File: src/rtl/rip_cnt_pkg.sv
package rip_cnt_pkg;
  localparam int unsigned DEF_SYNC_STAGES = 2;
  localparam int unsigned DEF_HI_STAGES   = 3;

  typedef struct packed {
    logic level;
    logic fell;
  } samp_t;
endpackage

File: src/rtl/rip_in_sampler.sv
module rip_in_sampler
  import rip_cnt_pkg::*;
#(
  parameter int unsigned SYNC_STAGES = DEF_SYNC_STAGES
) (
  input  logic  clk,
  input  logic  rst,
  input  logic  din,
  output samp_t smp_o
);
  logic [SYNC_STAGES-1:0] chain;
  logic                   last;

  genvar g;
  generate
    for (g = 0; g < SYNC_STAGES; g++) begin : g_sync
      if (g == 0) begin : g_first
        always_ff @(posedge clk) begin
          if (rst) chain[0] <= 1'b0;
          else     chain[0] <= din;
        end
      end else begin : g_rest
        always_ff @(posedge clk) begin
          if (rst) chain[g] <= 1'b0;
          else     chain[g] <= chain[g-1];
        end
      end
    end
  endgenerate

  always_ff @(posedge clk) begin
    if (rst) last <= 1'b0;
    else     last <= chain[SYNC_STAGES-1];
  end

  assign smp_o.level = chain[SYNC_STAGES-1];
  assign smp_o.fell  = last & ~chain[SYNC_STAGES-1];
endmodule

File: src/rtl/rip_toggle_stage.sv
module rip_toggle_stage (
  input  logic clk,
  input  logic rst,
  input  logic clr,
  input  logic tick,
  output logic q_o,
  output logic fell_o
);
  always_ff @(posedge clk) begin
    if (rst || clr) begin
      q_o    <= 1'b0;
      fell_o <= 1'b0;
    end else begin
      fell_o <= tick & q_o;
      if (tick) q_o <= ~q_o;
    end
  end
endmodule

File: src/rtl/rip_upper_section.sv
module rip_upper_section #(
  parameter int unsigned STAGES = 3
) (
  input  logic              clk,
  input  logic              rst,
  input  logic              clr,
  input  logic              tick,
  output logic [STAGES-1:0] q_o
);
  logic [STAGES:0] tk;
  logic            top_carry_unused;

  assign tk[0] = tick;

  genvar g;
  generate
    for (g = 0; g < STAGES; g++) begin : g_stage
      rip_toggle_stage u_stage (
        .clk    (clk),
        .rst    (rst),
        .clr    (clr),
        .tick   (tk[g]),
        .q_o    (q_o[g]),
        .fell_o (tk[g+1])
      );
    end
  endgenerate

  assign top_carry_unused = tk[STAGES];
endmodule

File: src/rtl/dual_ripple_counter.sv
module dual_ripple_counter
  import rip_cnt_pkg::*;
#(
  parameter int unsigned SYNC_STAGES = DEF_SYNC_STAGES,
  parameter int unsigned HI_STAGES   = DEF_HI_STAGES
) (
  input  logic                 clk,
  input  logic                 rst,
  input  logic                 tick_a_i,
  input  logic                 tick_b_i,
  input  logic                 clr_x_i,
  input  logic                 clr_y_i,
  output logic                 div2_o,
  output logic [HI_STAGES-1:0] div8_o
);
  samp_t s_a, s_b, s_x, s_y;
  logic  clr_w;
  logic  a_fell;
  logic  a_level_unused, b_level_unused, x_fell_unused, y_fell_unused;
  logic  a_carry_unused;

  rip_in_sampler #(.SYNC_STAGES(SYNC_STAGES)) u_smp_a (.clk(clk), .rst(rst), .din(tick_a_i), .smp_o(s_a));
  rip_in_sampler #(.SYNC_STAGES(SYNC_STAGES)) u_smp_b (.clk(clk), .rst(rst), .din(tick_b_i), .smp_o(s_b));
  rip_in_sampler #(.SYNC_STAGES(SYNC_STAGES)) u_smp_x (.clk(clk), .rst(rst), .din(clr_x_i),  .smp_o(s_x));
  rip_in_sampler #(.SYNC_STAGES(SYNC_STAGES)) u_smp_y (.clk(clk), .rst(rst), .din(clr_y_i),  .smp_o(s_y));

  // Clear needs both inputs high together
  assign clr_w  = s_x.level & s_y.level;
  assign a_fell = s_a.fell;

  assign a_level_unused = s_a.level;
  assign b_level_unused = s_b.level;
  assign x_fell_unused  = s_x.fell;
  assign y_fell_unused  = s_y.fell;

  rip_toggle_stage u_low (
    .clk    (clk),
    .rst    (rst),
    .clr    (clr_w),
    .tick   (a_fell),
    .q_o    (div2_o),
    .fell_o (a_carry_unused)
  );

  rip_upper_section #(.STAGES(HI_STAGES)) u_high (
    .clk  (clk),
    .rst  (rst),
    .clr  (clr_w),
    .tick (s_b.fell),
    .q_o  (div8_o)
  );
endmodule

File: config.mk
export PLATFORM = sky130hd
export DESIGN_NAME = dual_ripple_counter
export DESIGN_NICKNAME = d
export VERILOG_FILES = /design/src/rtl/rip_cnt_pkg.sv /design/src/rtl/rip_in_sampler.sv /design/src/rtl/rip_toggle_stage.sv /design/src/rtl/rip_upper_section.sv /design/src/rtl/dual_ripple_counter.sv
export SDC_FILE = /design/constraint.sdc
export NUM_CORES = 1
export LEC_CHECK = 0
export ABC_CLOCK_PERIOD_IN_PS = 2160
export CAP_MARGIN = 30
export CORE_UTILIZATION = 45
export DETAILED_ROUTE_END_ITERATION = 8
export DONT_BUFFER_PORTS = 1
export PLACE_DENSITY = 0.58
export SLEW_MARGIN = 40
export SYNTH_ARGS = -nofsm -noshare
export SYNTH_HDL_FRONTEND = slang
export SYNTH_HIERARCHICAL = 1
export SYNTH_SLANG_ARGS = --single-unit
File: constraint.sdc
create_clock -name clk -period 2.16 [get_ports clk]
set_input_delay 0.324 -clock clk [delete_from_list [all_inputs] [get_ports clk]]
set_output_delay 0.324 -clock clk [all_outputs]
set_load 0.02 [all_outputs]
==> flow_summary_export.csv <==
group,metric,value,unit
outcome,status,"complete, no violations",
layout,stdcell_count,58,
logic_synthesis,syn_nets,49,
sta,slew-limit-headroom,80.5,%
die,initial_core_util,51.9,%
sta,rsz0062_at_grt,"false",
drt,drcViolationCount,0,
clock_network,cts_tree,"built",
setup_path,reg2reg_slack,1.28,ns
grt,globalRouteOverflowTotal,0,
sta,fin_crit,1.09,ns
setup_path,cp.required,1.84,ns
drt,detail_route.wl_per_cell,10.3,µm
setup_path,timing.rr.end,"u_high/g_stage[0].u_stage/q_o",
grt,grt_usage,12.3,%
layout,final_nets,52,
sta,finalHoldViolations,0,
clock_network,cts_root_buf,"clkbuf_4",
clock_network,ctsHoldBuffers,0,
hold_path,holdPathStages,1,
clock_network,clk_path_buf_depth,2,
hold_path,worstHoldEndpoint,"u_smp_x/chain[0]",
hold_path,min_from,"rst",
sta,worst_pin_slew,0.292,ns
setup_path,critPathKind,"flip-flop to output pin",
drt,drt_first_iter_violations,3,
clock_network,clk_pin_slew,0.09,ns
place,routabilityCongestion,0.644,
die,die_w,35.8,µm
drt,final_antenna_net_count,0,
layout,area_growth_syn_to_layout,7.30,%
sta,tns,0,ns
place,postPlaceCellArea,515,µm²
grt,grt_pass1_wl,1.10,mm
sta,setup_violations,0,
logic_synthesis,synth_cells,43,
die,die-height,35.8,µm
setup_path,r2r_cells,3,
setup_path,r2r-start,"u_smp_b/smp_o[1]",
pwr,leakagePower,0.210,nW
setup_path,crit_arrival,0.77,ns
pwr,power_density,915,nW/µm²
place,dpl.cell_count,54,
setup_path,cp-end-kind,"output pin",
drt,vias_per_cell,4.50,
sta,fin_worst_skew,0.000697,ns
die,io_pins,10,
die,placement_rows,11,
drt,drt-total-wl,600,µm
grt,grt_max_degree,17,
place,port-buffer-count,0,
sta,max_freq,0.918,GHz
clock_network,clock_latency,0.27,ns
clock_network,ctsResizeCount,0,
clock_network,cts_setup_buffers,0,
die,core,991,µm²
drt,drt_first_pass_iters,2,
sta,timing.hold.ws,0.111,ns
grt,grt_pass1_vias,281,
logic_synthesis,avgSynthCellArea,12.0,µm²
pwr,power.total,0.505,mW
hold_path,min_path_type,"primary input to flip-flop",
setup_path,path_max_fanout,3,
drt,num_vias,261,
clock_network,cts_max_level,1,
layout,fin_area,552,µm²
logic_synthesis,yosysWarnings,6,
layout,drive_gt1_share,22.2,%
logic_synthesis,synthesis.area,514,µm²
die,die_area,1280,µm²
layout,n_antenna_cell,0,
sta,final-max-slew-violation-count,0,
setup_path,startpoint_type,"flip-flop",
clock_network,cts_made_buffers,3,
pwr,ir_worst_vdd,469,µV
sta,post-route-period-util,50.4,%
grt,antenna_found_initial,0,
clock_network,cts.sinks,16,
job,drv_cap,0,
## layout by cell type (no fill, tap or decap), drive strengths merged
cell type	instances
clkbuf	4
nor3	6
xnor2	4
dfxtp	16
and2	1
and2b	2
nor2b	10
nand2	2
## final cells by class
class                           count  area (µm²)
Clock buffer                        4        36.3
Fill cell                         101         439
Sequential cell                    16         320
Tap cell                           13        16.3
Multi-Input combinational cell     25         179
## metrics by stage
step	utilization (%)	worst slack, ns
final	55.7	1.07
after global routing	55.7	1.03
after CTS	55.7	1.06
after detailed placement	52.0	1.29
after global placement	52.0	1.32
after floorplan	-	1.31
## metal layers
metal / GRT usage (%) / routed length [µm] / part of all wire [%]
met5: 0 / 0 / 0
met4: 8.65 / 0 / 0
met3: 2.55 / 35 / 5.8
met2: 21.8 / 302 / 50
met1: 12.5 / 262 / 44
## state kept, by name, summed over array words and instances, names as in the netlist
name,flops
u_smp_x/smp_o,1
u_smp_a/chain,1
u_high/g_stage.u_stage/fell_o,2
u_smp_y/smp_o,1
u_smp_x/chain,1
u_high/g_stage.u_stage/q_o,3
u_smp_a/last,1
u_smp_y/chain,1
u_smp_b/smp_o,1
u_low/q_o,1
u_smp_a/smp_o,1
u_smp_b/chain,1
u_smp_b/last,1
## how the worst max path moves through the flow
stage                                              from                          endpoint  cells after the start
final                     u_high/g_stage[0].u_stage/q_o                         div8_o[0]                      0
after global placement                 u_smp_a/smp_o[1]                         u_low/q_o                      3
after CTS                 u_high/g_stage[0].u_stage/q_o                         div8_o[0]                      0
after global routing      u_high/g_stage[0].u_stage/q_o                         div8_o[0]                      0
after floorplan                        u_smp_x/smp_o[1]  u_high/g_stage[0].u_stage/fell_o                      3
after detailed placement               u_smp_b/smp_o[1]     u_high/g_stage[0].u_stage/q_o                      3
## power by group
part,internal (mW),total [mW],switching (mW)
clock,0.102,0.185,0.0827
sequential,0.304,0.309,0.00477
combinational,0.00739,0.0111,0.00369
total,0.414,0.505,0.0911
Power figures use the tool's default switching activity.
